File: config.mk
export PLATFORM = sky130hd
export DESIGN_NAME = mmu_fault_capture
export DESIGN_NICKNAME = d
export VERILOG_FILES = /design/src/rtl/mfc_pkg.sv /design/src/rtl/mfc_ctrl.sv /design/src/rtl/mfc_datapath.sv /design/src/rtl/mmu_fault_capture.sv
export SDC_FILE = /design/constraint.sdc
export NUM_CORES = 1
export LEC_CHECK = 0
export ABC_AREA = 1
export BUFFER_PORTS_ARGS = -buffer_cell sky130_fd_sc_hd__buf_4
export CORE_UTILIZATION = 40
export DETAILED_ROUTE_END_ITERATION = 16
export PLACE_DENSITY = 0.83
export SETUP_SLACK_MARGIN = 0.1
export SLEW_MARGIN = 20
export SYNTH_ARGS = -nofsm -noshare
export SYNTH_HDL_FRONTEND = slang
export SYNTH_HIERARCHICAL = 1
export SYNTH_SLANG_ARGS = --single-unit
File: constraint.sdc
create_clock -name clk -period 0.8 [get_ports clk]
set_clock_uncertainty 0.05 [all_clocks]
set_input_delay 0 -clock clk [delete_from_list [all_inputs] [get_ports clk]]
set_output_delay 0 -clock clk [all_outputs]
set_load 0.02 [all_outputs]
File: src/rtl/mfc_pkg.sv
package mfc_pkg;

  // Access type encodings
  localparam logic [1:0] ACC_LOAD  = 2'd0;
  localparam logic [1:0] ACC_STORE = 2'd1;
  localparam logic [1:0] ACC_NFLD  = 2'd2;
  localparam logic [1:0] ACC_FETCH = 2'd3;

  // Translation mode encodings
  localparam logic [2:0] MODE_PHYS     = 3'd0;
  localparam logic [2:0] MODE_USER_PRI = 3'd1;
  localparam logic [2:0] MODE_KERN_PRI = 3'd2;
  localparam logic [2:0] MODE_USER_SEC = 3'd3;
  localparam logic [2:0] MODE_KERN_SEC = 3'd4;
  localparam logic [2:0] MODE_NUCLEUS  = 3'd5;

  // Fixed field positions of the status word
  localparam int BIT_VALID = 0;
  localparam int BIT_OVF   = 1;
  localparam int BIT_CTX   = 2;
  localparam int BIT_WRITE = 4;
  localparam int BIT_NF    = 5;
  localparam int BIT_PRIV  = 6;
  localparam int BIT_MIS   = 7;
  localparam int BIT_CAUSE = 8;

  typedef enum logic [1:0] {
    CTX_NONE = 2'b00,
    CTX_PRI  = 2'b01,
    CTX_SEC  = 2'b10,
    CTX_NUC  = 2'b11
  } ctx_type_e;

  // Strobes from control to datapath
  typedef struct packed {
    logic capture;
    logic clearFlags;
    logic markOverflow;
    logic mergeCause;
  } mfc_strobe_t;

  function automatic ctx_type_e ctxOf(input logic [2:0] mode,
                                      input logic [1:0] acc,
                                      input logic tlNz);
    ctx_type_e c;
    case (mode)
      MODE_USER_PRI, MODE_KERN_PRI: c = CTX_PRI;
      MODE_USER_SEC, MODE_KERN_SEC: c = CTX_SEC;
      MODE_NUCLEUS:                 c = CTX_NUC;
      default:                      c = CTX_NONE;
    endcase
    if (acc == ACC_FETCH && tlNz) c = CTX_NUC;
    return c;
  endfunction

endpackage

File: src/rtl/mfc_ctrl.sv
module mfc_ctrl
  import mfc_pkg::*;
(
  input  logic        faultStb,
  input  logic        misalignStb,
  input  logic        statusRd,
  input  logic        validQ,
  output mfc_strobe_t strobe
);

  logic anyFault;
  logic unreadPrev;

  assign anyFault   = faultStb | misalignStb;
  // Previous record still unseen by software and not being read now
  assign unreadPrev = validQ & ~statusRd;

  always_comb begin
    strobe              = '0;
    strobe.capture      = anyFault;
    strobe.clearFlags   = statusRd & ~anyFault;
    strobe.markOverflow = anyFault & unreadPrev;
    strobe.mergeCause   = anyFault & unreadPrev;
  end

endmodule

File: src/rtl/mfc_datapath.sv
module mfc_datapath
  import mfc_pkg::*;
#(
  parameter int ADDR_W = 32,
  parameter int FT_W   = 4,
  localparam int SW    = BIT_CAUSE + FT_W
)(
  input  logic              clk,
  input  logic              rstN,
  input  mfc_strobe_t       strobe,
  input  logic              faultStb,
  input  logic              misalignStb,
  input  logic [2:0]        xlatMode,
  input  logic [1:0]        accType,
  input  logic              privState,
  input  logic              trapLevelNz,
  input  logic [FT_W-1:0]   faultBits,
  input  logic [ADDR_W-1:0] faultAddrIn,
  output logic [SW-1:0]     statusWord,
  output logic [ADDR_W-1:0] faultAddr,
  output logic              validQ
);

  logic              ovfQ, wrQ, nfQ, privQ, misQ;
  ctx_type_e         ctxQ;
  logic [FT_W-1:0]   causeQ;
  logic [ADDR_W-1:0] addrQ;

  logic [FT_W-1:0]   newCause;
  logic              newMis;

  assign newCause = faultStb ? faultBits : '0;
  assign newMis   = misalignStb;

  always_ff @(posedge clk) begin
    if (!rstN) begin
      validQ <= 1'b0;
      ovfQ   <= 1'b0;
      wrQ    <= 1'b0;
      nfQ    <= 1'b0;
      privQ  <= 1'b0;
      misQ   <= 1'b0;
      ctxQ   <= CTX_NONE;
      causeQ <= '0;
      addrQ  <= '0;
    end else if (strobe.capture) begin
      validQ <= 1'b1;
      ovfQ   <= strobe.markOverflow;
      wrQ    <= (accType == ACC_STORE);
      nfQ    <= (accType == ACC_NFLD);
      privQ  <= privState;
      ctxQ   <= ctxOf(xlatMode, accType, trapLevelNz);
      addrQ  <= faultAddrIn;
      if (strobe.mergeCause) begin
        causeQ <= causeQ | newCause;
        misQ   <= misQ | newMis;
      end else begin
        causeQ <= newCause;
        misQ   <= newMis;
      end
    end else if (strobe.clearFlags) begin
      validQ <= 1'b0;
      ovfQ   <= 1'b0;
    end
  end

  always_comb begin
    statusWord                     = '0;
    statusWord[BIT_VALID]          = validQ;
    statusWord[BIT_OVF]            = ovfQ;
    statusWord[BIT_CTX +: 2]       = ctxQ;
    statusWord[BIT_WRITE]          = wrQ;
    statusWord[BIT_NF]             = nfQ;
    statusWord[BIT_PRIV]           = privQ;
    statusWord[BIT_MIS]            = misQ;
    statusWord[BIT_CAUSE +: FT_W]  = causeQ;
  end

  assign faultAddr = addrQ;

endmodule

File: src/rtl/mmu_fault_capture.sv
module mmu_fault_capture
  import mfc_pkg::*;
#(
  parameter int ADDR_W = 32,
  parameter int FT_W   = 4,
  localparam int SW    = BIT_CAUSE + FT_W
)(
  input  logic              clk,
  input  logic              rstN,
  input  logic              faultStb,
  input  logic              misalignStb,
  input  logic              statusRd,
  input  logic [2:0]        xlatMode,
  input  logic [1:0]        accType,
  input  logic              privState,
  input  logic              trapLevelNz,
  input  logic [FT_W-1:0]   faultBits,
  input  logic [ADDR_W-1:0] faultAddrIn,
  output logic [SW-1:0]     statusWord,
  output logic [ADDR_W-1:0] faultAddr
);

  mfc_strobe_t strobe;
  logic        validQ;

  mfc_ctrl u_ctrl (
    .faultStb    (faultStb),
    .misalignStb (misalignStb),
    .statusRd    (statusRd),
    .validQ      (validQ),
    .strobe      (strobe)
  );

  mfc_datapath #(.ADDR_W(ADDR_W), .FT_W(FT_W)) u_dp (
    .clk         (clk),
    .rstN        (rstN),
    .strobe      (strobe),
    .faultStb    (faultStb),
    .misalignStb (misalignStb),
    .xlatMode    (xlatMode),
    .accType     (accType),
    .privState   (privState),
    .trapLevelNz (trapLevelNz),
    .faultBits   (faultBits),
    .faultAddrIn (faultAddrIn),
    .statusWord  (statusWord),
    .faultAddr   (faultAddr),
    .validQ      (validQ)
  );

endmodule

# == After elaboration in Yosys (flattened, before gate mapping) ==
# Index checks and enable logic that the tools add are counted.
# totals
register_bits,44
latchBits,0
mem_bits_rw,0
romBits,0
input_bits,48
out_inout_bits,44
elab_cells,37
mem_count,0
# classes
n_addsub,0
multipliers,0
div,0
n_lt_le_gt_ge,0
eq_ne,8
shifts,0
n_mux,8
bitwise,8
reduce_logical,4
# op_table
op,count
2-to-1 mux 4 bit,2
"equality test 3 x 2 -> 1 bit, second input constant",2
"equality test 3 bit, second input constant",2
case mux 2 bit (3 select lines),1
"equality test 2 bit, second input constant",2
2-to-1 mux 1 bit,4
bitwise OR 4 bit,1
OR reduction 2 bit,2
AND 1 bit,3
"equality test 3 x 1 -> 1 bit, second input constant",1
"equality test 2 x 1 -> 1 bit, second input constant",1
2-to-1 mux 2 bit,1
inverter 1 bit,2
bitwise OR 1 bit,2
nonzero test 2 bit,1
logical AND 1 bit,1

# == Logic depth before layout (Yosys ltp) ==
# Gate-level depths: netlist of run 1.
# depth
word_depth,5
ltp_mapped,8
depth_no_buf,7

# == Hierarchy ==
# Netlist of run 1, hierarchy kept.
# by_module_without_submodules
module,n_inst,cells_per_inst,area_per_inst_um2,seq_area_each_um2
mfc_datapath,1,210,1671.6,880.8
mfc_ctrl,1,10,50.0,0.0

# == Least setup slack after synthesis of run 1 ==
# OpenSTA, ideal clock, no wires.
# synth_timing
path_kind,register to register
from,register u_dp.validQ
to,register u_dp.causeQ[0]
setup_ps,70
arrival_ps,786
required_time_ps,680
path_slack_ps,-105
stages_incl_launch_ff,7
n_path_buf,0
period_less_slack_ps,905
cell_sequence,dfxtp_1 nand2_1 nor2_1 inv_1 nand2_1 nand2_1 a21oi_1
# synth_lines
element,line_no,text
start: declaration,mfc_datapath.sv:21,output logic validQ
start signal: assignment,mfc_datapath.sv:37,validQ <= 1'b0;
start signal: assignment,mfc_datapath.sv:47,validQ <= 1'b1;
start signal: assignment,mfc_datapath.sv:62,validQ <= 1'b0;
end signal: assignment,mfc_datapath.sv:55,causeQ <= causeQ | newCause;
end signal: assignment,mfc_datapath.sv:58,causeQ <= newCause;
end: declaration,mfc_datapath.sv:26,logic [FT_W-1:0] causeQ;

==> Flow_metrics.wiki, run 1 <==
{| class="wikitable"
! Metric !! Value
|-
| Total placed instance area || 2491 sq um
|-
| Clock Tree Buf Depth || 2
|-
| Number of inserted filler cells in the final layout || 225
|-
| Die Width || 67.61 microns
|-
| # Max-Cap Violations || 0
|-
| CTS hold repair buffers || 36
|-
| Clk slew on worst S/H paths || 0.07 ns
|-
| Net switching fraction of the power || 28.67%
|-
| Maximum clock frequency || 1.057 GHz
|-
| Design Area, Final || 3322 sq um
|-
| Proportion of synthesized chip area in sequential cells || between 50% and 60%
|-
| Seq. cell area || 934.6 sq um
|-
| Floorplan die height || 67.61 microns
|-
| Fraction of the cycle the final worst path needs || 118.3%
|-
| Pin count of the biggest net entering global routing || 25
|-
| NumNets Final || approximately 400
|-
| Final slew viol count || 0
|-
| Cell count along the critical path || 6
|-
| Status || finished, violations left
|-
| Post-synthesis sequential element count || 44
|-
| Mean area per synthesized cell || 7.826 sq um
|-
| First-pass GRT wire length || 8424 microns
|-
| Level count of the clock H-tree || 2
|-
| Minimum setup slack after placement || -0.1358 ns
|-
| GRT Util Overall || roughly 25%
|-
| Gate family responsible for the most delay along the worst path || flip-flops
|-
| Leakage Power || 0.001548 uW
|-
| Relative area change from synthesis to final layout || 92.95%
|-
| CTS tree || done
|-
| Yosys synthesis warning count || 6
|-
| Final setup violation count || 25
|-
| Wirelength, routed || 5978 microns
|-
| Cell-by-cell trace of the critical path || nand2_2 > nor2_4 > inv_2 > nand2_4 > nand2_1 > a21oi_2
|-
| Worst Hold Slack || -0.09577 ns
|-
| R2r worst-path depth || 6
|-
| Vias || 1995
|-
| Standard cell core area || slightly above 4000 sq um
|-
| CP max stage delay || 0.34 ns
|-
| Pwr per Cell Area || 1588 nW/um^2
|-
| Setup repair after global routing missed its margin || true
|-
| Shortest clock period the worst path allows after layout || 0.9460 ns
|-
| Fraction of layout cells with a size suffix above 1 || 58.29%
|-
| Ant. Diodes || 0
|-
| Worst-margin pin slew || 0.2820 ns
|-
| Crit path required time || 0.96 ns
|-
| Category of the most critical setup path || reg2reg
|-
| Aggregate negative setup slack || -0.9627 ns
|-
| Clock share of power || between 20% and 30%
|-
| Post-detailed-route via-to-cell ratio || 4.988
|-
| Final setup slack of the worst path || -0.1460 ns
|-
| Fraction of power consumed by sequential logic || a little under half
|-
| Input/output buffers || 91
|-
| Remaining antenna violation count || 0
|-
| Final estimated routing congestion in global placement || 0.7141
|-
| Residual DRC || 0
|-
| Reported net switching power || 1512 uW
|-
| Routed wirelength normalized by instance count || 14.95 microns
|-
| Distinct cell type count of the synthesized netlist || 17
|-
| Total grt overflow || 0
|-
| Cell at the root of the clock tree || clkbuf_8
|-
| Internal power contribution || about 3800 uW
|-
| Mapped Cells || 220
|-
| Via count of the first global-routing pass || 1930
|-
| Standard cell with the maximum stage delay on the critical path || dfxtp_2
|-
| Number of instances on the worst hold path || 3
|-
| Hold Path Class || in2reg
|-
| Worst ir drop on vdd || around 1 mV
|-
| Area taken by multi-input logic gates || 770.7 sq um
|-
| Logic pwr share || 27.8%
|-
| Area of the mapped netlist || 1722 sq um
|-
| Insertion delay of the later-clocked pin in the worst-skew pair || 0.28 ns
|-
| Antenna violations before repair || 0
|-
| Post-synth net total || 268
|-
| Total Power Consumption || 5274 uW
|-
| Worst-path maximum fanout || 5
|-
| Data arrival time of the critical path || 1.11 ns
|-
| Inserted Clock Buffers || 5
|-
| Worst Setup End Kind || flip-flop
|-
| Worst max-slew margin expressed relative to the limit || 81.18%
|-
| Number of design-rule violations left by the first detailed-router iteration || 69
|-
| Effective utilization at floorplan || 42.43%
|-
| Clock sink total || 44
|-
| Final hold violation count || 7
|-
| DR pass1 iterations || 4
|-
| Placement Rows || 23
|-
| Worst path buffer plus inverter count || 1
|-
| Violated checks || negative hold slack, negative setup slack
|-
| I/O pin count || 92
|-
| DIE AREA || 4570 sq um
|-
| Crit start category || flip-flop
|-
| Post-DP HPWL || 3083 microns
|}
-- worst reg2reg max path, cell delays in order, from the launching register on --
cell and delay, ns:
dfxtp_2 0.34, nand2_2 0.06, nor2_4 0.09, inv_2 0.05, nand2_4 0.08, nand2_1 0.07
a21oi_2 0.14
-- area by class of cell --
cell class	count	area share (%)
timing repair buffer	143	42.64
tap	50	1.883
inverter	10	1.808
clock inverter	1	0.1507
sequential	44	28.14
multi-input combinational	146	23.20
clock buffer	6	2.185
-- cells by family after synthesis --
family / Yosys count / synth area share, %
and+or+nand+nor: 99 / 22.24
AOI/OAI and AO/OA: 47 / 13.88
buffers and inverters: 30 / 12.72
DFF: 44 / 51.16
-- what timing repair did --
item | in CTS | in global routing
buffers inserted | 3 | 0
setup endpoints to repair | 51 | 77
resized for setup | 88 | 49
hold endpoints to repair | 42 | 7
pin swaps | 6 | 16
-- cells in the final DEF (no fill, tap or decap), types with 6 or more instances in the layout --
| cell type | synthesis | routed |
|---|---|---|
| nand2_1 | 15 | 10 |
| o21ai_1 | 4 | 18 |
| buf_12 | 0 | 6 |
| o21ai_2 | 0 | 16 |
| dlygate4sd3_1 | 0 | 31 |
| nor2_1 | 77 | 61 |
| buf_4 | 10 | 57 |
| nor2_2 | 1 | 14 |
| buf_6 | 7 | 44 |
| dfxtp_2 | 0 | 43 |
-- state kept, by name (all words and copies together), names as in the netlist --
name / flops
u_dp/nfQ: 1
u_dp/ovfQ: 1
u_dp/faultAddr: 32
u_dp/misQ: 1
u_dp/causeQ: 4
u_dp/validQ: 1
u_dp/wrQ: 1
u_dp/ctxQ: 2
u_dp/privQ: 1
-- synthesized netlist by cell type (all sizes together) --
cell type | n | share of area (%)
a21oi | 9 | 2.8
nor2 | 78 | 17
nand3 | 5 | 1.5
buf | 18 | 9.8
inv | 10 | 2.5
dfxtp | 44 | 51
o21ai | 38 | 11
nand2 | 16 | 3.6
clkbuf | 2 | 0.44
-- metal layers --
layer | wire, microns | GRT usage, %
met3 | 486 | 7.601
met1 | 2303 | 27.62
met2 | 3036 | 42.70
met5 | 0 | 0
met4 | 152 | 11.17
-- path summary, 6_finish.rpt --
kind | from | to | slack [ns]
max | u_dp/validQ | u_dp/causeQ[0] | -0.15
min | faultAddrIn[13] | u_dp/faultAddr[13] | -0.1
max reg2reg | u_dp/validQ | u_dp/causeQ[0] | -0.15
min reg2reg | u_dp/causeQ[1] | u_dp/causeQ[1] | 0.42
-- stage by stage --
step / cells / util [%]
4_1_cts: 400 / 78.32
3_5_place_dp: 354 / 61.39
3_3_place_gp: 354 / 61.39
5_1_grt: 400 / 81.87
6_report: 400 / 81.87
2_1_floorplan: 220 / -
-- power groups by stage --
stage,Sequential (uW),Combinational [uW],Clock (uW)
4_1_cts,2490,1330,1330
5_1_grt,2520,1550,1430
2_1_floorplan,2630,413,0
3_3_place_gp,2480,1060,0
6_report,2510,1460,1300
3_5_place_dp,2480,1080,0
(Power assumes the default switching activity.)
==> run 2: changes to the inputs <==
--- a/config.mk
+++ b/config.mk
@@ -5,7 +5,6 @@
 export SDC_FILE = /design/constraint.sdc
 export NUM_CORES = 1
 export LEC_CHECK = 0
-export ABC_AREA = 1
 export BUFFER_PORTS_ARGS = -buffer_cell sky130_fd_sc_hd__buf_4
 export CORE_UTILIZATION = 40
 export DETAILED_ROUTE_END_ITERATION = 16
==> run 2 against run 1 <==
Compared with the run above: clock-buffer cell count increased by 2; the run still ends with negative hold slack, negative setup slack left; wire length decreased by 31%; first-iteration DRC count decreased by 5.8%.
==> Flow_metrics.wiki, run 2 <==
{| class="wikitable"
! Metric !! Value
|-
| Floorplan die height || 68.84 microns (+1.8%)
|-
| Logic pwr share || 22.3% (-5.5 points)
|-
| Number of inserted filler cells in the final layout || 341 (+52%)
|-
| Final setup slack of the worst path || -0.2178 ns (-0.07175 ns)
|-
| Cell with the most instances after synthesis || dfxtp_1
|-
| Input/output buffers || 91 (unchanged)
|-
| Fraction of layout cells with a size suffix above 1 || 61.63% (+3.3 points)
|-
| Die Width || 68.84 microns (+1.8%)
|-
| Fraction of power consumed by sequential logic || 49.8% (+2.3 points)
|-
| Global routing usage on met1 || 18.64% (-9.0 points)
|-
| GRT met2 Usage || 32.35% (-10 points)
|-
| Standard cell with the maximum stage delay on the critical path || dfxtp_2
|-
| Internal power contribution || 3701 uW (-1.6%)
|-
| Vias || 1462 (-27%)
|-
| Total Power Consumption || 4940 uW (-6.3%)
|-
| Design Area, Final || 2898 sq um (-13%)
|-
| Post-synth net total || 212 (-21%)
|-
| # Max-Cap Violations || 0 (unchanged)
|-
| Worst Hold Slack || -0.07474 ns (+0.02103 ns)
|-
| Routed wirelength normalized by instance count || 13.42 microns (-10%)
|-
| Worst ir drop on vdd || 0.9692 mV (-5.0%)
|-
| Yosys synthesis warning count || 6 (unchanged)
|-
| DR pass1 iterations || 3 (-1)
|-
| Setup repair after global routing missed its margin || true
|-
| Post-DP HPWL || 2729 microns (-11%)
|-
| Gate family responsible for the most delay along the worst path || simple AND/OR/NAND/NOR gates
|-
| Hold Path Class || in2reg
|-
| DIE AREA || 4738 sq um (+3.7%)
|-
| Proportion of netlist area held by the largest area contributor || 49.30% (-1.9 points)
|-
| Clock Tree Buf Depth || 2 (unchanged)
|-
| NumNets Final || 305 (-23%)
|-
| Post-detailed-route via-to-cell ratio || 4.747 (-4.8%)
|-
| Clock share of power || 27.9% (+3.2 points)
|-
| GRT Util Overall || 17.59% (-7.2 points)
|-
| Most common cell after layout, fill and taps aside || buf_4
|-
| Placement Rows || 23 (unchanged)
|-
| I/O pin count || 92 (unchanged)
|-
| Total placed instance area || 2507 sq um (+0.65%)
|-
| Clock sink total || 44 (unchanged)
|-
| Level count of the clock H-tree || 2 (unchanged)
|-
| Crit path required time || 0.92 ns (-0.04 ns)
|-
| Shortest clock period the worst path allows after layout || 1.018 ns (+0.07175 ns)
|-
| Post-synthesis sequential element count || 44 (unchanged)
|-
| Worst max-slew margin expressed relative to the limit || 85.30% (+4.1 points)
|-
| CTS tree || done
|-
| Insertion delay of the later-clocked pin in the worst-skew pair || 0.28 ns (about the same)
|-
| Fraction of the cycle the final worst path needs || 127.2% (+9.0 points)
|-
| Met3 demand-to-capacity share in global routing || 5.757% (-1.8 points)
|-
| CP max stage delay || 0.32 ns (-0.02 ns)
|-
| Mapped Cells || 164 (-25%)
|-
| Total grt overflow || 0 (unchanged)
|-
| Final setup violation count || 9 (-64%)
|-
| Number of design-rule violations left by the first detailed-router iteration || 65 (-5.8%)
|-
| Antenna violations before repair || 0 (unchanged)
|-
| Violated checks || negative hold slack, negative setup slack
|-
| Leading register cell type out of synthesis || dfxtp_1
|-
| Ant. Diodes || 0 (unchanged)
|-
| Final estimated routing congestion in global placement || 0.6971 (-2.4%)
|-
| Cell types with the highest counts after synthesis || dfxtp_1 (44), nor2b_1 (40), mux2i_1 (34), buf_4 (11)
|-
| Data arrival time of the critical path || 1.14 ns (+0.03 ns)
|-
| First-pass GRT wire length || 6023 microns (-29%)
|-
| Cell type with the largest total area after synthesis || dfxtp_1
|-
| Worst-margin pin slew || 0.2200 ns (-0.06194 ns)
|-
| Mean area per synthesized cell || 10.89 sq um (+39%)
|-
| Remaining antenna violation count || 0 (unchanged)
|-
| Area of the mapped netlist || 1787 sq um (+3.8%)
|-
| Inserted Clock Buffers || 5 (unchanged)
|-
| Worst Setup End Kind || flip-flop
|-
| Cell-by-cell trace of the critical path || nor3b_4 > nand2b_4 > a32oi_1 > nor2b_1
|-
| Ys async rst share || 0% (unchanged)
|-
| Relative area change from synthesis to final layout || 62.18%
|-
| Cell at the root of the clock tree || clkbuf_8
|-
| Final slew viol count || 0 (unchanged)
|-
| Category of the most critical setup path || reg2reg
|-
| Proportion of synthesized chip area in sequential cells || 49.30% (-1.9 points)
|-
| Maximum clock frequency || 0.9825 GHz (-7.0%)
|-
| Clk slew on worst S/H paths || 0.08 ns (about the same)
|-
| Distinct cell type count of the synthesized netlist || 25 (+8)
|-
| Final hold violation count || 37 (+30)
|-
| Standard cell core area || 4144 sq um (+2.1%)
|-
| Effective utilization at floorplan || 43.12% (+0.69 points)
|-
| Residual DRC || 0 (unchanged)
|-
| Register-to-register path setup slack || -0.22 ns (-0.07 ns)
|-
| Worst path buffer plus inverter count || 0 (-1)
|-
| Number of enable flip-flop cells after synthesis || 0 (unchanged)
|-
| Crit start category || flip-flop
|-
| Wirelength, routed || 4134 microns (-31%)
|-
| Via count of the first global-routing pass || 1406 (-27%)
|-
| Worst-path maximum fanout || 5 (unchanged)
|-
| Status || finished, violations left
|-
| Leakage Power || 0.001414 uW (-8.7%)
|-
| Pin count of the biggest net entering global routing || 32 (+28%)
|-
| Layer with the highest usage after global routing || met2
|-
| Reported net switching power || 1239 uW (-18%)
|-
| Highest-count cells in the layout ignoring fill and taps || buf_4 (53), buf_6 (43), dfxtp_2 (43), nor2b_1 (40), mux2i_1 (34)
|-
| Number of flip-flops in the largest register || 32 (unchanged)
|-
| Net switching fraction of the power || 25.08% (-3.6 points)
|-
| Biggest area contributors in the synthesized netlist || dfxtp_1 (49%), mux2i_1 (19%), nor2b_1 (14%), buf_4 (4.6%), a32oi_1 (2.0%)
|-
| Pwr per Cell Area || 1705 nW/um^2 (+7.4%)
|}
-- run 2: layout make-up --
cell class                      count  area (sq um)  area share (%)
Timing Repair Buffer              104          1002           34.59
Tap cell                           50         62.56           2.159
Multi-Input combinational cell    100         800.8           27.63
Sequential cell                    44         934.6           32.25
Clock buffer                        8         90.09           3.109
Inverter                            2         7.507          0.2591
-- run 2: final timing paths --
kind	startpoint	end	cells after the start
worst max-delay path	u_dp/validQ	u_dp/causeQ[1]	4
worst min-delay path	faultAddrIn[9]	u_dp/faultAddr[9]	3
worst max register to register	u_dp/validQ	u_dp/causeQ[1]	4
worst min register to register	u_dp/ctxQ[0]	u_dp/ctxQ[0]	2
-- run 2: metal layers --
metal  vias to the layer above  routed length (microns)
met3                         4                      335
met2                        55                     2232
met4                         0                       17
met5                         -                        0
met1                       676                     1548
li1                        727                        -
-- run 2: power groups by stage --
stage	Clock (uW)	Sequential, uW	Combinational [uW]
after floorplan	0	2590	381
after global placement	0	2450	960
after detailed placement	0	2450	978
after CTS	1430	2450	1080
after global routing	1540	2470	1180
final	1380	2460	1100
-- run 2: cells by family after synthesis --
family                 Yosys count  share of synthesized area, %
buffers and inverters           20                         7.983
AO/OA/AOI/OAI                   13                         5.112
flip-flops                      44                         49.30
AND/OR/NAND/NOR                 52                         17.93
multiplexers                    35                         19.68
-- run 2: stage by stage --
step / setup WS (ns) / std cells / setup TNS [ns] / util (%) / hold WS (ns)
6_report: -0.2178 / 308 / -1.287 / 69.93 / -0.07474
5_1_grt: -0.2768 / 308 / -2.789 / 69.93 / -0.08866
4_1_cts: -0.2263 / 303 / -1.373 / 68.66 / -0.08753
3_5_place_dp: -0.3357 / 294 / -5.341 / 60.51 / 0.2160
3_3_place_gp: -0.2521 / 294 / -4.221 / 60.51 / 0.2038
2_1_floorplan: -0.2093 / 164 / -3.876 / - / 0.07817
-- run 2: worst reg2reg max path, cell delays in order, from the launching register on --
cell      delay [ns]
dfxtp_2         0.32
nor3b_4         0.14
nand2b_4        0.15
a32oi_1         0.16
nor2b_1         0.07
-- run 2: what timing repair did --
action | in CTS | in global routing
hold endpoints to repair | 41 | 38
pin swaps | 4 | 5
gates resized for setup | 91 | 5
endpoints found under the setup margin | 52 | 73
buffers inserted | 0 | 2
hold buffers | 1 | 3
